File: config.mk
export PLATFORM = sky130hd
export DESIGN_NAME = fdec_top
export DESIGN_NICKNAME = d
export VERILOG_FILES = /design/src/rtl/fdec_pkg.sv /design/src/rtl/fdec_aligner.sv /design/src/rtl/fdec_fields.sv /design/src/rtl/fdec_assembler.sv /design/src/rtl/fdec_top.sv
export SDC_FILE = /design/constraint.sdc
export NUM_CORES = 1
export LEC_CHECK = 0
export BUFFER_PORTS_ARGS = -buffer_cell sky130_fd_sc_hd__buf_2
export CELL_PAD_IN_SITES_DETAIL_PLACEMENT = 0
export CELL_PAD_IN_SITES_GLOBAL_PLACEMENT = 1
export CORE_UTILIZATION = 38
export DETAILED_ROUTE_END_ITERATION = 8
export PLACE_DENSITY_LB_ADDON = 0.1
export RECOVER_POWER = 100
export SLEW_MARGIN = 20
export SYNTH_ARGS = -nofsm -noshare
export SYNTH_HDL_FRONTEND = slang
export SYNTH_SLANG_ARGS = --single-unit
File: constraint.sdc
create_clock -name clk -period 2.6 [get_ports clk]
set_input_delay 0.26 -clock clk [delete_from_list [all_inputs] [get_ports clk]]
set_output_delay 0.26 -clock clk [all_outputs]
set_load 0.01 [all_outputs]
File: src/rtl/fdec_pkg.sv
package fdec_pkg;
  // Frame kind carried in the first two coding bits.
  typedef enum logic [1:0] {
    KIND_PAD  = 2'b00,
    KIND_CTRL = 2'b01,
    KIND_LO   = 2'b10,
    KIND_HI   = 2'b11
  } kind_e;

  localparam int CODE_W = 4;
endpackage

File: src/rtl/fdec_aligner.sv
module fdec_aligner #(
  parameter int HALF_W      = 20,
  parameter int LOCK_HITS   = 4,
  parameter int DROP_MISSES = 2
) (
  input  logic                             clk,
  input  logic                             rst_n,
  input  logic                             bit_en,
  input  logic                             ser_in,
  output logic                             frm_stb,
  output logic [HALF_W+fdec_pkg::CODE_W-1:0] frm_bits,
  output logic                             locked
);
  localparam int FRAME_W = HALF_W + fdec_pkg::CODE_W;
  localparam int POS_W   = $clog2(FRAME_W);
  localparam int CNT_MAX = (LOCK_HITS > DROP_MISSES) ? LOCK_HITS : DROP_MISSES;
  localparam int CNT_W   = $clog2(CNT_MAX + 1);

  logic [FRAME_W-1:0] sr_q, sr_d, sr_shift;
  logic [POS_W-1:0]   pos_q, pos_d;
  logic [CNT_W-1:0]   cnt_q, cnt_d;
  logic               lock_q, lock_d;
  logic               boundary, hit;

  assign sr_shift = {sr_q[FRAME_W-2:0], ser_in};
  assign boundary = bit_en && (pos_q == POS_W'(FRAME_W - 1));
  // transition between the 2nd and 3rd coding bits
  assign hit      = sr_shift[FRAME_W-2] != sr_shift[FRAME_W-3];

  always_comb begin
    sr_d    = sr_q;
    pos_d   = pos_q;
    cnt_d   = cnt_q;
    lock_d  = lock_q;
    frm_stb = 1'b0;
    if (bit_en) begin
      sr_d  = sr_shift;
      pos_d = (pos_q == POS_W'(FRAME_W - 1)) ? '0 : pos_q + POS_W'(1);
    end
    if (boundary) begin
      if (!lock_q) begin
        if (hit) begin
          if (cnt_q == CNT_W'(LOCK_HITS - 1)) begin
            lock_d = 1'b1;
            cnt_d  = '0;
          end else begin
            cnt_d = cnt_q + CNT_W'(1);
          end
        end else begin
          cnt_d = '0;
          pos_d = pos_q;          // slip: next bit closes a window
        end
      end else begin
        if (hit) begin
          cnt_d   = '0;
          frm_stb = 1'b1;
        end else if (cnt_q == CNT_W'(DROP_MISSES - 1)) begin
          lock_d = 1'b0;
          cnt_d  = '0;
          pos_d  = pos_q;
        end else begin
          cnt_d = cnt_q + CNT_W'(1);
        end
      end
    end
  end

  always_ff @(posedge clk or negedge rst_n) begin
    if (!rst_n) begin
      sr_q   <= '0;
      pos_q  <= '0;
      cnt_q  <= '0;
      lock_q <= 1'b0;
    end else if (bit_en) begin
      sr_q   <= sr_d;
      pos_q  <= pos_d;
      cnt_q  <= cnt_d;
      lock_q <= lock_d;
    end
  end

  assign frm_bits = sr_shift;
  assign locked   = lock_q;
endmodule

File: src/rtl/fdec_fields.sv
module fdec_fields
  import fdec_pkg::*;
#(
  parameter int HALF_W = 20
) (
  input  logic [HALF_W+CODE_W-1:0] frame,
  output kind_e                    kind,
  output logic [HALF_W-1:0]        payload
);
  localparam int FRAME_W = HALF_W + CODE_W;

  logic inv;

  assign kind    = kind_e'(frame[FRAME_W-1 -: 2]);
  assign inv     = frame[FRAME_W-CODE_W];
  assign payload = inv ? ~frame[HALF_W-1:0] : frame[HALF_W-1:0];
endmodule

File: src/rtl/fdec_assembler.sv
module fdec_assembler
  import fdec_pkg::*;
#(
  parameter int HALF_W = 20
) (
  input  logic                clk,
  input  logic                rst_n,
  input  logic                locked,
  input  logic                frm_stb,
  input  kind_e               kind,
  input  logic [HALF_W-1:0]   payload,
  output logic [2*HALF_W-1:0] word_o,
  output logic                word_vld_o,
  output logic [HALF_W-1:0]   ctrl_o,
  output logic                ctrl_vld_o,
  output logic                pad_o,
  output logic                err_o
);
  localparam int WORD_W = 2 * HALF_W;

  logic [HALF_W-1:0] low_q, low_d;
  logic              have_q, have_d;
  logic [WORD_W-1:0] word_q, word_d;
  logic [HALF_W-1:0] ctrl_q, ctrl_d;
  logic              wv_d, cv_d, pad_d, err_d;
  logic              wv_q, cv_q, pad_q, err_q;

  always_comb begin
    low_d  = low_q;
    have_d = have_q && locked;
    word_d = word_q;
    ctrl_d = ctrl_q;
    wv_d   = 1'b0;
    cv_d   = 1'b0;
    pad_d  = 1'b0;
    err_d  = 1'b0;
    if (frm_stb) begin
      unique case (kind)
        KIND_PAD:  pad_d = 1'b1;
        KIND_CTRL: begin
          cv_d   = 1'b1;
          ctrl_d = payload;
        end
        KIND_LO: begin
          err_d  = have_q;
          have_d = 1'b1;
          low_d  = payload;
        end
        KIND_HI: begin
          if (have_q) begin
            wv_d   = 1'b1;
            word_d = {payload, low_q};
            have_d = 1'b0;
          end else begin
            err_d = 1'b1;
          end
        end
        default: ;
      endcase
    end
  end

  always_ff @(posedge clk or negedge rst_n) begin
    if (!rst_n) begin
      low_q  <= '0;
      have_q <= 1'b0;
      word_q <= '0;
      ctrl_q <= '0;
      wv_q   <= 1'b0;
      cv_q   <= 1'b0;
      pad_q  <= 1'b0;
      err_q  <= 1'b0;
    end else begin
      have_q <= have_d;
      wv_q   <= wv_d;
      cv_q   <= cv_d;
      pad_q  <= pad_d;
      err_q  <= err_d;
      if (frm_stb) begin
        low_q  <= low_d;
        word_q <= word_d;
        ctrl_q <= ctrl_d;
      end
    end
  end

  assign word_o     = word_q;
  assign word_vld_o = wv_q;
  assign ctrl_o     = ctrl_q;
  assign ctrl_vld_o = cv_q;
  assign pad_o      = pad_q;
  assign err_o      = err_q;
endmodule

File: src/rtl/fdec_top.sv
module fdec_top
  import fdec_pkg::*;
#(
  parameter int HALF_W      = 20,
  parameter int LOCK_HITS   = 4,
  parameter int DROP_MISSES = 2
) (
  input  logic                clk,
  input  logic                rst_n,
  input  logic                bit_en,
  input  logic                ser_in,
  output logic                lock_o,
  output logic [2*HALF_W-1:0] word_o,
  output logic                word_vld_o,
  output logic [HALF_W-1:0]   ctrl_o,
  output logic                ctrl_vld_o,
  output logic                pad_o,
  output logic                err_o
);
  localparam int FRAME_W = HALF_W + CODE_W;

  logic               frm_stb;
  logic [FRAME_W-1:0] frm_bits;
  logic               locked;
  kind_e              kind;
  logic [HALF_W-1:0]  payload;

  fdec_aligner #(
    .HALF_W(HALF_W), .LOCK_HITS(LOCK_HITS), .DROP_MISSES(DROP_MISSES)
  ) u_align (
    .clk(clk), .rst_n(rst_n), .bit_en(bit_en), .ser_in(ser_in),
    .frm_stb(frm_stb), .frm_bits(frm_bits), .locked(locked)
  );

  fdec_fields #(.HALF_W(HALF_W)) u_fields (
    .frame(frm_bits), .kind(kind), .payload(payload)
  );

  fdec_assembler #(.HALF_W(HALF_W)) u_asm (
    .clk(clk), .rst_n(rst_n), .locked(locked), .frm_stb(frm_stb),
    .kind(kind), .payload(payload),
    .word_o(word_o), .word_vld_o(word_vld_o),
    .ctrl_o(ctrl_o), .ctrl_vld_o(ctrl_vld_o),
    .pad_o(pad_o), .err_o(err_o)
  );

  assign lock_o = locked;
endmodule

======== Word-level counts from Yosys, hierarchy flattened ========
Index checks and enable logic that the tools add are counted.
operators by class
  $add $sub $neg .......................... 2
  equal/unequal tests ..................... 9
  mux-type cells .......................... 33
  bitwise logic cells ..................... 1
  reductions and logical operators ........ 8
operator list
  operator             number
  $mux 5               6
  $mux 20              1
  $not 20->20          1
  $mux 1               19
  $mux 3               5
  $reduce_and 2->1     3
  $reduce_and 3->1     2
  $add 5x1->5 const B  1
  $eq 5x5->1 const B   1
  $eq 2x2->1 const B   2
  $pmux 1 s2           2
  $add 3x1->3 const B  1
  $eq 3x1->1 const B   1
  $eq 3x2->1 const B   1
  $ne 3x2->1 const B   1
  $ne 3x3->1 const B   1
  $eq 2x1->1 const B   1
  $logic_and 1x1->1    2
  $logic_not 2->1      1
  $ne 1x1->1           1
word-level totals
  flip-flop bits (word level) ............. 117
  input port bits ......................... 4
  output and inout bits ................... 65
  word-level logic and storage cells ...... 65

======== Depth between registers and ports, before layout ========
  depth after elaboration ................. 6
  depth in mapped cells ................... 7
  depth with buffers taken out ............ 6

======== Hierarchy ========
From an unflattened synthesis, not the netlist that was laid out.
unflattened totals
  cell total of the unflattened synthesis .. 319
  area total of the unflattened synthesis .. 4,840.9 sq um
modules (own cells, without submodules)
  module          times used  cells each  area each (sq um)  sequential area each (sq um)
  fdec_assembler  1           184         3,181.8            2,127.0
  fdec_aligner    1           111         1,446.4            800.8
  fdec_fields     1           24          212.7              0.0

======== Least setup slack after synthesis ========
No wires, ideal clock.
  kind .................................... flip-flop to flip-flop
  start ................................... register u_align.pos_q[0]
  end ..................................... register u_asm.ctrl_q[0], in the netlist u_asm.ctrl_o[0]
  library setup time ...................... 0.125 ns
  data arrival time ....................... 1.857 ns
  required time ........................... 2.475 ns
  slack ................................... 0.619 ns
  cell stages (with the launch flop) ...... 8
  path buffers ............................ 2
  period minus slack after synthesis ...... 1.981 ns
  cell sequence ........................... dfrtp_1 > ha_1 > and2_1 > clkbuf_1 > nand4_4 > nor3b_4 > buf_6 > mux2_2
between the ends
  word-level cells in the longest chain between the ends .. 4
RTL lines
  item                        line                  text
  from (decl)                 fdec_aligner.sv:20    logic [POS_W-1:0] pos_q, pos_d;
  from (signal assigned)      fdec_aligner.sv:76    pos_q <= pos_d;
  $eq 5x5->1                  fdec_aligner.sv:26    assign boundary = bit_en && (pos_q == POS_W'(FRAME_W - 1));
  $logic_and 1x1->1           fdec_aligner.sv:26
  $mux 1                      fdec_aligner.sv:40    if (boundary) begin
  $reduce_and 2->1 (no line)  --
  to (signal assigned)        fdec_assembler.sv:82  ctrl_q <= ctrl_d;
  to (decl)                   fdec_assembler.sv:24  logic [HALF_W-1:0] ctrl_q, ctrl_d;
Every way passes these cells.
A chain may end at the register's enable or synchronous reset.

======== Worst setup path after layout ========
  start ................................... register u_align.pos_q[0]
  end ..................................... register u_asm.low_q[14]
between the ends
  word-level cells in the longest chain between the ends .. 4
RTL lines
  item                        line                  text
  $eq 5x5->1                  fdec_aligner.sv:26
  $logic_and 1x1->1           fdec_aligner.sv:26
  $mux 1                      fdec_aligner.sv:40
  $reduce_and 2->1 (no line)  --
  to (signal assigned)        fdec_assembler.sv:80  low_q <= low_d;
  to (decl)                   fdec_assembler.sv:21  logic [HALF_W-1:0] low_q, low_d;
Every way passes these cells.

==> metrics <==
outcome=finished clean; Critical Path RT=2.89 ns; worst vdd ir=540 uV; Max Cap Viol=0; XOR/XNOR Fraction of Synth Area=roughly 4.5%; Post-Synthesis Net Count=330; # hold bufs at CTS=1; Placer Congestion=0.729; Setup Buffers After CTS=0; Die X-Extent=115 um; largest family of logic cells by synthesized area=multiplexers; Congestion Overflow GR=0; vias after detailed routing=2,700; setup TNS=0 ns; slew at the pin with the worst max-slew slack=1.42 ns; Synth Area in Compound Gates=under 10%; PD cells=947 mW/mm^2; Post-synth top flop=dfrtp_1; Inst Count DP=547; TritonRoute pass-1 iters=4; Initial Util=39.5%; wire per inst=14.9 um; mux contribution to synthesized area=between 20% and 30%; mean post-synth cell area=15.0 sq um; #FFs+latches synth=117; CTS buffer count=17; residual DRC count=0; Adder-Cell Fraction of Synth Area=1.30%; Relative slew margins=5.37%; count of input and output buffers=68; total track usage=15.0%; die height=115 um; CP endpoint kind=register; Seq/Total Area, Yosys=between 60% and 70%; Top Ports=69; distinct cell type count of the synthesized netlist=37; fin crit period=2.23 ns; Post-Route WL=8.66 mm; Root Buffer=clkbuf_16; Clock Skew=0.00665 ns; clock sinks=approximately 120; # fillers=1,181; share of cells above drive strength 1=35.3%; Post-synth top cells=dfrtp_1 (117), mux2_2 (100), xor2_1 (22); depth of the CTS H-tree=4; Pleak=2.77 nW; drt first-iter violations=98; initial antenna violation count=0; clock transition at the registers of the reported paths=0.06 ns; CTS max path bufs=2; top-area cell type share of the netlist area=60.7%; most instantiated library cell after synthesis=dfrtp_1; die footprint=around 0.013 sq mm; Antenna diodes=0; Mapped Cells=roughly 320; Final Max Slew Viols=0; Post-CTS Resized=0; CP Launch Type=register; Min-Delay Path Class=input pin to register; # setup viols final=0; area growth from synthesis to layout=20.8%; fin cells=579; Synth Warn #=0; cell taking the most area after synthesis=dfrtp_1; RSZ-0062 raised after global routing=false; antenna viol nets, final=0; Post-synth ARST share=100%; post-synthesis simple-gate area fraction=3.94%; final hold violation count=0; area of the mapped netlist=0.00482 sq mm; CTS tree=built; Worst-Skew Late Latency=about 0.41 ns; routed vias/inst=4.66; largest net degree at the start of global routing=81; CP Max Fanout=15; fin crit share=85.7%; row count=40; post-detail-place hpwl=5.49 mm; number of global-route vias before repair=2,777; Max Freq=449 MHz; nets=408; number of synthesized flops with an enable pin=0; critical path class=register to register; Crit path arrival time=2.52 ns; core box area=0.0122 sq mm; top post-synthesis cells by area=dfrtp_1 (61%), mux2_2 (23%), xor2_1 (4.0%); first-pass GRT wire length=14.5 mm
per-stage QoR:
| step | total power, mW | util, % | instance area (sq um) | hold slack, ns | setup WS (ns) |
|---|---|---|---|---|---|
| 2_1_floorplan | 2.98 | - | 4820 | -0.0356 | 0.619 |
| 3_3_place_gp | 3.26 | 43.8 | 5340 | 0.0696 | 0.533 |
| 3_5_place_dp | 3.27 | 43.8 | 5340 | 0.0707 | 0.482 |
| 4_1_cts | 5.62 | 48.7 | 5950 | 0.126 | 0.466 |
| 5_1_grt | 5.82 | 47.7 | 5820 | 0.127 | 0.168 |
| 6_report | 5.52 | 47.7 | 5820 | 0.136 | 0.373 |
state kept, by name, summed over array words and instances (netlist names):
| register | count |
|---|---|
| u_align.pos_q | 5 |
| u_align.sr_q | 23 |
| u_asm.err_o | 1 |
| u_asm.word_vld_o | 1 |
| u_asm.word_o | 40 |
| u_asm.pad_o | 1 |
| u_asm.ctrl_vld_o | 1 |
| u_asm.have_q | 1 |
| u_asm.ctrl_o | 20 |
| u_align.locked | 1 |
| u_align.cnt_q | 3 |
| u_asm.low_q | 20 |
worst max-delay path, cell delays in order, from the launching register on:
cell and delay [ns]:
dfrtp_1 0.38, ha_1 0.23, and2_0 0.37, nand2_1 0.28, nor2_2 0.19, buf_4 0.28
mux2_2 0.36
power by group:
group          leakage, nW  internal [mW]  switching (mW)
Combinational        0.906          0.378           0.468
Clock                0.294           1.52           0.781
Sequential            1.57           2.06           0.313
Total                 2.77           3.96            1.56
per-layer routing:
metal	vias up	global-route usage, %	share of wire [%]
li1	1288	-	-
met1	1346	19.4	48
met2	52	22.0	45
met3	14	6.14	5.1
met4	0	6.75	1.5
met5	-	0	0
worst paths after layout:
path / from / end / slack [ns] / cells past startpoint
setup / recovery: u_align.pos_q[0] / u_asm.low_q[14] / 0.37 / 6
hold / removal: ser_in / u_align.sr_q[0] / 0.14 / 2
setup reg to reg: u_align.pos_q[0] / u_asm.low_q[14] / 0.37 / 6
hold reg to reg: u_asm.ctrl_o[4] / u_asm.ctrl_o[4] / 0.48 / 1
max in group asynchronous: rst_n / u_asm.word_o[22] / 1.01 / 3
min in group asynchronous: rst_n / u_asm.ctrl_o[15] / 0.22 / 2
layout make-up:
| class | count | area, sq um | area share [%] |
|---|---|---|---|
| inverter | 4 | 15.0 | 0.258 |
| clock buffer | 22 | 494 | 8.49 |
| multi-input combinational | 181 | 1740 | 29.8 |
| tap | 168 | 210 | 3.61 |
| timing repair buffer | 78 | 340 | 5.84 |
| sequential | 117 | 2930 | 50.3 |
| clock inverter | 9 | 100 | 1.72 |
cells in the final DEF, fill, tap and decap left out, types with 2 or more instances in the layout:
cell type and n:
dfrtp_1 116, mux2_2 100, clkbuf_1 68, xor2_1 22
clkbuf_16 17, nand2_1 10, a21oi_1 5, ha_1 5
clkbuf_8 5, clkinv_2 5, buf_4 5, inv_1 4
nor2_1 4, o21ai_0 4, mux2_1 4, a31oi_1 3
nor3_1 2, nand4_1 2, o31ai_1 2, bufinv_16 2
clkinvlp_4 2
cell families after synthesis:
family | count (synthesis)
multiplexers | 104
AO/OA/AOI/OAI | 18
adder cells (fa/ha/maj) | 5
flip-flops | 117
XOR/XNOR | 24
buffers and inverters | 23
AND/OR/NAND/NOR | 30
Note: power is estimated with default switching activity, not from simulation.
